$ cat src/rtl/lq_pkg.sv
package lq_pkg;

   // True when tag a is older than tag b. Bit msb is the wrap bit.
   function automatic logic age_older(input logic [31:0] a,
                                      input logic [31:0] b,
                                      input int unsigned msb);
      logic [31:0] low_mask;
      low_mask = (32'd1 << msb) - 32'd1;
      if (a[msb] == b[msb]) return (a & low_mask) < (b & low_mask);
      else                  return (a & low_mask) > (b & low_mask);
   endfunction

endpackage

$ cat src/rtl/lq_hit.sv
module lq_hit #(
   parameter int ADDR_W = 32,
   parameter int AGE_W  = 7
) (
   input  logic              e_vld,
   input  logic [AGE_W-1:0]  e_age,
   input  logic [ADDR_W-1:0] e_addr,
   input  logic              e_fwd,
   input  logic [AGE_W-1:0]  e_fwd_age,
   input  logic              st_vld,
   input  logic [AGE_W-1:0]  st_age,
   input  logic [ADDR_W-1:0] st_addr,
   output logic              hit
);
   import lq_pkg::*;

   logic st_before_ld;
   logic fwd_stale;

   always_comb begin
      st_before_ld = age_older(32'(st_age), 32'(e_age), AGE_W - 1);
      fwd_stale    = !e_fwd || age_older(32'(e_fwd_age), 32'(st_age), AGE_W - 1);
      hit          = e_vld && st_vld && (e_addr == st_addr) && st_before_ld && fwd_stale;
   end
endmodule

$ cat src/rtl/lq_ptrs.sv
module lq_ptrs #(
   parameter int DEPTH = 32,
   localparam int PTR_W = $clog2(DEPTH)
) (
   input  logic             clk,
   input  logic             rst_n,
   input  logic             push,
   input  logic             pop,
   input  logic             clear,
   output logic [PTR_W-1:0] head,
   output logic [PTR_W-1:0] tail,
   output logic [PTR_W:0]   cnt,
   output logic             full,
   output logic             empty
);
   always_ff @(posedge clk) begin
      if (!rst_n || clear) begin
         head <= '0;
         tail <= '0;
         cnt  <= '0;
      end else begin
         if (push) tail <= tail + 1'b1;
         if (pop)  head <= head + 1'b1;
         case ({push, pop})
            2'b10:   cnt <= cnt + 1'b1;
            2'b01:   cnt <= cnt - 1'b1;
            default: cnt <= cnt;
         endcase
      end
   end

   assign full  = (cnt == (PTR_W + 1)'(DEPTH));
   assign empty = (cnt == '0);
endmodule

$ cat src/rtl/ld_order_guard.sv
module ld_order_guard #(
   parameter int DEPTH  = 32,
   parameter int ADDR_W = 32,
   parameter int AGE_W  = 7
) (
   input  logic              clk,
   input  logic              rst_n,
   input  logic              ld_vld,
   input  logic [AGE_W-1:0]  ld_age,
   input  logic [ADDR_W-1:0] ld_addr,
   input  logic              ld_fwd,
   input  logic [AGE_W-1:0]  ld_fwd_age,
   input  logic              st_vld,
   input  logic [AGE_W-1:0]  st_age,
   input  logic [ADDR_W-1:0] st_addr,
   input  logic              ret_vld,
   output logic              flush_vld,
   output logic [AGE_W-1:0]  flush_age
);
   localparam int PTR_W = $clog2(DEPTH);

   if (DEPTH < 2 || (DEPTH & (DEPTH - 1)) != 0) begin : g_bad_depth
      $error("DEPTH must be a power of two of at least 2");
   end
   if (AGE_W < 2 || AGE_W > 32) begin : g_bad_age
      $error("AGE_W must be between 2 and 32");
   end
   if (ADDR_W < 1) begin : g_bad_addr
      $error("ADDR_W must be positive");
   end

   logic [PTR_W-1:0] head, tail;
   logic [PTR_W:0]   lq_cnt;
   logic             lq_full, lq_empty;
   logic             accept, pop, flush_now, hit_in;

   logic              e_vld     [DEPTH];
   logic              e_mark    [DEPTH];
   logic              e_hit     [DEPTH];
   logic [AGE_W-1:0]  e_age     [DEPTH];
   logic [ADDR_W-1:0] e_addr    [DEPTH];
   logic              e_fwd     [DEPTH];
   logic [AGE_W-1:0]  e_fwd_age [DEPTH];

   assign pop       = ret_vld && !lq_empty;
   assign flush_now = pop && (e_mark[head] || e_hit[head]);
   assign accept    = ld_vld && !lq_full && !flush_now;

   lq_ptrs #(.DEPTH(DEPTH)) u_ptrs (
      .clk   (clk),
      .rst_n (rst_n),
      .push  (accept),
      .pop   (pop),
      .clear (flush_now),
      .head  (head),
      .tail  (tail),
      .cnt   (lq_cnt),
      .full  (lq_full),
      .empty (lq_empty)
   );

   // Incoming load is checked against a store committing in the same cycle.
   lq_hit #(.ADDR_W(ADDR_W), .AGE_W(AGE_W)) u_hit_in (
      .e_vld     (ld_vld),
      .e_age     (ld_age),
      .e_addr    (ld_addr),
      .e_fwd     (ld_fwd),
      .e_fwd_age (ld_fwd_age),
      .st_vld    (st_vld),
      .st_age    (st_age),
      .st_addr   (st_addr),
      .hit       (hit_in)
   );

   for (genvar i = 0; i < DEPTH; i++) begin : g_ent
      logic              vld_q, mark_q, fwd_q;
      logic [AGE_W-1:0]  age_q, fwd_age_q;
      logic [ADDR_W-1:0] addr_q;
      logic              wr_here, rd_here;

      assign wr_here = accept && (tail == PTR_W'(i));
      assign rd_here = pop && (head == PTR_W'(i));

      lq_hit #(.ADDR_W(ADDR_W), .AGE_W(AGE_W)) u_hit (
         .e_vld     (vld_q),
         .e_age     (age_q),
         .e_addr    (addr_q),
         .e_fwd     (fwd_q),
         .e_fwd_age (fwd_age_q),
         .st_vld    (st_vld),
         .st_age    (st_age),
         .st_addr   (st_addr),
         .hit       (e_hit[i])
      );

      always_ff @(posedge clk) begin
         if (!rst_n || flush_now) begin
            vld_q  <= 1'b0;
            mark_q <= 1'b0;
         end else if (wr_here) begin
            vld_q  <= 1'b1;
            mark_q <= hit_in;
         end else if (rd_here) begin
            vld_q  <= 1'b0;
            mark_q <= 1'b0;
         end else if (e_hit[i]) begin
            mark_q <= 1'b1;
         end
      end

      always_ff @(posedge clk) begin
         if (!rst_n) begin
            age_q     <= '0;
            addr_q    <= '0;
            fwd_q     <= 1'b0;
            fwd_age_q <= '0;
         end else if (wr_here) begin
            age_q     <= ld_age;
            addr_q    <= ld_addr;
            fwd_q     <= ld_fwd;
            fwd_age_q <= ld_fwd_age;
         end
      end

      assign e_vld[i]     = vld_q;
      assign e_mark[i]    = mark_q;
      assign e_age[i]     = age_q;
      assign e_addr[i]    = addr_q;
      assign e_fwd[i]     = fwd_q;
      assign e_fwd_age[i] = fwd_age_q;
   end

   always_ff @(posedge clk) begin
      if (!rst_n) begin
         flush_vld <= 1'b0;
         flush_age <= '0;
      end else begin
         flush_vld <= flush_now;
         if (flush_now) flush_age <= e_age[head];
      end
   end
endmodule

$ cat config.mk
export PLATFORM = sky130hd
export DESIGN_NAME = ld_order_guard
export DESIGN_NICKNAME = d
export VERILOG_FILES = /design/src/rtl/lq_pkg.sv /design/src/rtl/lq_hit.sv /design/src/rtl/lq_ptrs.sv /design/src/rtl/ld_order_guard.sv
export SDC_FILE = /design/constraint.sdc
export NUM_CORES = 2
export LEC_CHECK = 0
export CORE_MARGIN = 5
export CORE_UTILIZATION = 25
export CTS_CLUSTER_SIZE = 16
export DETAILED_ROUTE_END_ITERATION = 7
export HOLD_SLACK_MARGIN = 0.03
export PLACE_DENSITY = 0.51
export SLEW_MARGIN = 15
export SYNTH_ARGS = -nofsm -noshare
export SYNTH_HDL_FRONTEND = slang
export SYNTH_SLANG_ARGS = --single-unit
$ cat constraint.sdc
create_clock -name clk -period 7.29 [get_ports clk]
set_input_delay 1.0935 -clock clk [delete_from_list [all_inputs] [get_ports clk]]
set_output_delay 1.0935 -clock clk [all_outputs]
set_load 0.01 [all_outputs]
==> flow_summary.yaml <==
status:
  status: "finished with violations"
  violations: "DRC"
synth:
  synth_edf_count: 0
  yosys_warnings: 0
  synthArstFlopShare_pct: 0
  seq_area_frac_synth_pct: 38.4
  avgSynthCellArea_sq_um: 9.43
  synth.top_cell.area_share_pct: 38.4
  netlist_area_sq_um: 83000
  synth_top_family_by_area: "multiplexers"
  synth-xor-area-share_pct: 11.8
  synth-simple-area-share_pct: 13.8
  synthAdderAreaFrac_pct: 6.25
  synth.area.top_cells: "dfxtp_1 (38%), mux2i_1 (17%), nand2_1 (7.4%), xnor2_1 (6.8%), ha_1 (6.2%)"
  muxShareOfSynthArea_pct: 20.0
  synth_seq_cells: 1592
  syn_nets: 9298
  synth-compound-area-share_pct: 4.67
  synth_ff_type: "dfxtp_1"
  synthCells: 8793
  ys_types: 82
  synth_top_area_cell: "dfxtp_1"
clock_tree:
  clk_pin_slew_ns: 0.06
  cts_made_buffers: 176
  cts_resized: 0
  root_buffer: "clkbuf_16"
  clockBufferDepth: 4
  cts_htree_levels: 4
  cts_sinks: 1592
  ctsHoldBuffers: 0
  clock_latency_ns: 0.89
  cts_tree: "done"
  post-cts-setup-buffers: 0
placement:
  port_buffers: 98
  placed_cell_area_sq_um: 90200
  pre_cts_ws_ns: 0.777
  place_congestion: 0.894
  dp_hpwl_um: 208000
setup_path:
  slowest_delay_ns: 0.65
  cp-end-kind: "flop"
  critical_path_arrival_ns: 6.52
  rr_startpoint: "g_ent[4].fwd_age_q[4]$_SDFFE_PN0P_"
  crit_path_top_delay_cell: "nor4_1"
  worst-setup-path-type: "primary input to flop"
  worstPathRequired_ns: 7.97
  crit_chain: "buf_2 -> buf_4 -> o22ai_1 -> a2111o_1 -> nor4_1 -> buf_4 -> nand4_1 -> o22a_1 -> o2111ai_1 -> nor2_1 -> o21a_1 -> nand2_1 -> ha_1 -> ha_1 -> a21o_1 -> a21o_1 -> a21o_1 -> a21oi_1 -> xor2_1 -> nor2_1 -> xnor2_1 -> nor2_1"
  start_kind: "primary input"
  cp_max_fo: 15
  crit_family: "compound AO/OA/AOI/OAI gates"
  crit_path_start: "st_addr[0]"
  crit_buf_inv: 3
detailed_routing:
  vias: 65265
  first_iter_violations: 5713
  routed_wl_um: 324000
  drt_first_pass_iters: 8
  ant_nets: 0
  routedWlPerCell_um: 24.5
  via_per_inst: 4.94
  drcViolationCount: 1
die:
  dieArea_sq_um: 343000
  core_area_sq_um: 331000
  start_util_pct: 25.1
  io_pins: 99
  die_w_um: 586
  die_h_um: 586
  row_count: 211
cells_and_area:
  fin_nets: 9221
  synthToLayoutAreaGrowth_pct: 15.6
  drive_gt1_share_pct: 9.39
  final_area_sq_um: 95900
  utilization_pct: 29.0
power:
  pwr-share-clk_pct: 42.8
  power.net_switching_w: 0.00603
  peakVddDrop_v: 0.000160
  intPower_w: 0.0151
  power_frac_comb_pct: 14.2
  p_per_area_nw_per_um2: 220
  p_sw_share_pct: 28.6
  pwr-share-seq_pct: 42.9
  leakagePower_nw: 35.9
timing:
  layout_min_cycle_time_ns: 5.84
  fmax_ghz: 0.171
  rsz0062_at_grt: "no"
  finalHoldViolCount: 0
  period_share_pct: 80.1
  slew-limit-headroom_pct: 15.8
  fin_tns_setup_ns: 0
  worst_pin_slew_ns: 1.26
  setup_violations: 0
  slew_violations: 0
  finalWorstSetupSlack_ns: 1.45
  skew_ns: 0.103
hold_path:
  hold_start: "g_ent[3].fwd_age_q[0]$_SDFFE_PN0P_"
  worstHoldPathType: "flop to flop"
grt:
  grt_start_max_net_pins: 199
  grt-ovfl-total: 0
  grt_pass1_wl_um: 462000
  grt_pass1_vias: 64190
  antenna_found_initial: 16
  track_usage_pct: 18.2
job:
  cap_viol_max_count: 0
==> synth_stat cells, types with 9 or more instances <==
master	n
nand4_1	217
ha_1	413
nor2_1	145
inv_1	278
o211ai_1	20
xnor2_1	647
dfxtp_1	1592
a21oi_1	141
a21boi_0	10
nor2b_1	39
buf_1	16
o21bai_1	13
nand2_1	1643
buf_4	74
a31oi_1	19
mux2i_1	1444
a211oi_1	35
a21o_1	46
clkbuf_1	369
xor2_1	466
nor4_1	136
and2_1	12
or3_1	14
mux2_2	30
and3_1	21
buf_2	211
o21ai_0	143
nor3_1	54
nand3_1	187
a2111oi_0	14
o21a_1	35
mux4_2	80
and4_1	18
nand2b_1	33
o221ai_1	13
buf_6	9
o22ai_1	13
a311oi_1	9
==> layer usage <==
metal	vias up	global-route usage (%)	wire length (um)
met3	522	2.98	20500
met5	-	0	10
met1	32846	25.3	148000
li1	29788	-	-
met4	2	5.51	10800
met2	2107	29.0	145000
==> placed cells by master (no fill, tap or decap), types with 14 or more instances in the layout <==
cell type | netlist | final
buf_4 | 74 | 246
and3_1 | 21 | 20
nor3_1 | 54 | 53
nand2_4 | 0 | 26
clkdlybuf4s50_1 | 0 | 57
nor4_1 | 136 | 131
clkinv_2 | 0 | 25
ha_1 | 413 | 413
nor2b_1 | 39 | 39
a2111oi_0 | 14 | 14
buf_12 | 0 | 98
nand4_1 | 217 | 217
xor2_1 | 466 | 466
o21ai_0 | 143 | 143
inv_1 | 278 | 273
xnor2_1 | 647 | 647
nor2_1 | 145 | 139
a21oi_1 | 141 | 141
buf_2 | 211 | 22
nand2_1 | 1643 | 1600
a21o_1 | 46 | 46
a211oi_1 | 35 | 35
o211ai_1 | 20 | 20
clkbuf_1 | 369 | 40
nand2b_1 | 33 | 33
a31oi_1 | 19 | 19
mux2_2 | 30 | 30
and4_1 | 18 | 18
mux2i_1 | 1444 | 1444
clkbuf_8 | 0 | 39
o21a_1 | 35 | 35
mux4_2 | 80 | 80
nand2_2 | 0 | 17
clkbuf_16 | 0 | 181
nand3_1 | 187 | 186
dfxtp_1 | 1592 | 1589
==> registers in the layout (all words and copies together), names as in the netlist <==
register / count
g_ent.addr_q: 1024
g_ent.age_q: 224
g_ent.fwd_age_q: 224
g_ent.fwd_q: 32
g_ent.mark_q: 32
g_ent.vld_q: 32
flush_age: 7
u_ptrs.cnt: 6
u_ptrs.head: 5
u_ptrs.tail: 5
flush_vld: 1
==> layout make-up <==
cell class / instances / area, sq um
clock inverter: 38 / 382
inverter: 279 / 1050
sequential: 1592 / 31900
antenna: 11 / 27.5
timing repair buffer: 424 / 4500
tap: 4366 / 5460
clock buffer: 260 / 5220
multi-input combinational: 6243 / 47400
fill: 34535 / 235000
==> worst min-delay path, delay by kind of cell (launching register included) <==
family / cells / cell delay, ns
simple gates: 1 / 0.05
flops: 1 / 0.31
mux: 1 / 0.05
==> power by group through the flow <==
| stage | clock, W | sequential [W] | combinational, W |
|---|---|---|---|
| floorplan | 0 | 0.00917 | 0.00178 |
| global placement | 0 | 0.00924 | 0.00294 |
| detailed placement | 0 | 0.00925 | 0.00296 |
| CTS | 0.00917 | 0.00905 | 0.00297 |
| global route | 0.00952 | 0.00908 | 0.00317 |
| finish | 0.00904 | 0.00906 | 0.00300 |
==> cell families (layout without fill, tap and decap cells) <==
family | Yosys count | in the layout
AND/OR/NAND/NOR | 2569 | 2569
multiplexers | 1554 | 1554
buffers and inverters | 958 | 1001
other | 0 | 11
AO/OA/AOI/OAI | 593 | 593
flip-flops | 1592 | 1592
XOR/XNOR | 1113 | 1113
adder cells (fa/ha/maj) | 414 | 414
==> through the flow <==
step | power [W] | hold slack (ns) | std cells
final | 0.0211 | 0.456 | 13213
after global routing | 0.0218 | 0.474 | 13202
after floorplan | 0.0110 | 0.432 | 8793
after CTS | 0.0212 | 0.457 | 13202
after detailed placement | 0.0122 | 0.446 | 12904
after global placement | 0.0122 | 0.442 | 12904
==> worst paths after layout <==
kind / depth (start not counted) / slack [ns] / to
max: 22 / 1.45 / u_ptrs.cnt[5]$_SDFFE_PP0P_
min: 2 / 0.46 / g_ent[3].fwd_age_q[0]$_SDFFE_PN0P_
max reg2reg: 16 / 2.14 / g_ent[6].addr_q[2]$_SDFFE_PN0P_
min reg2reg: 2 / 0.46 / g_ent[3].fwd_age_q[0]$_SDFFE_PN0P_
Note: power is estimated with default switching activity, not from simulation.
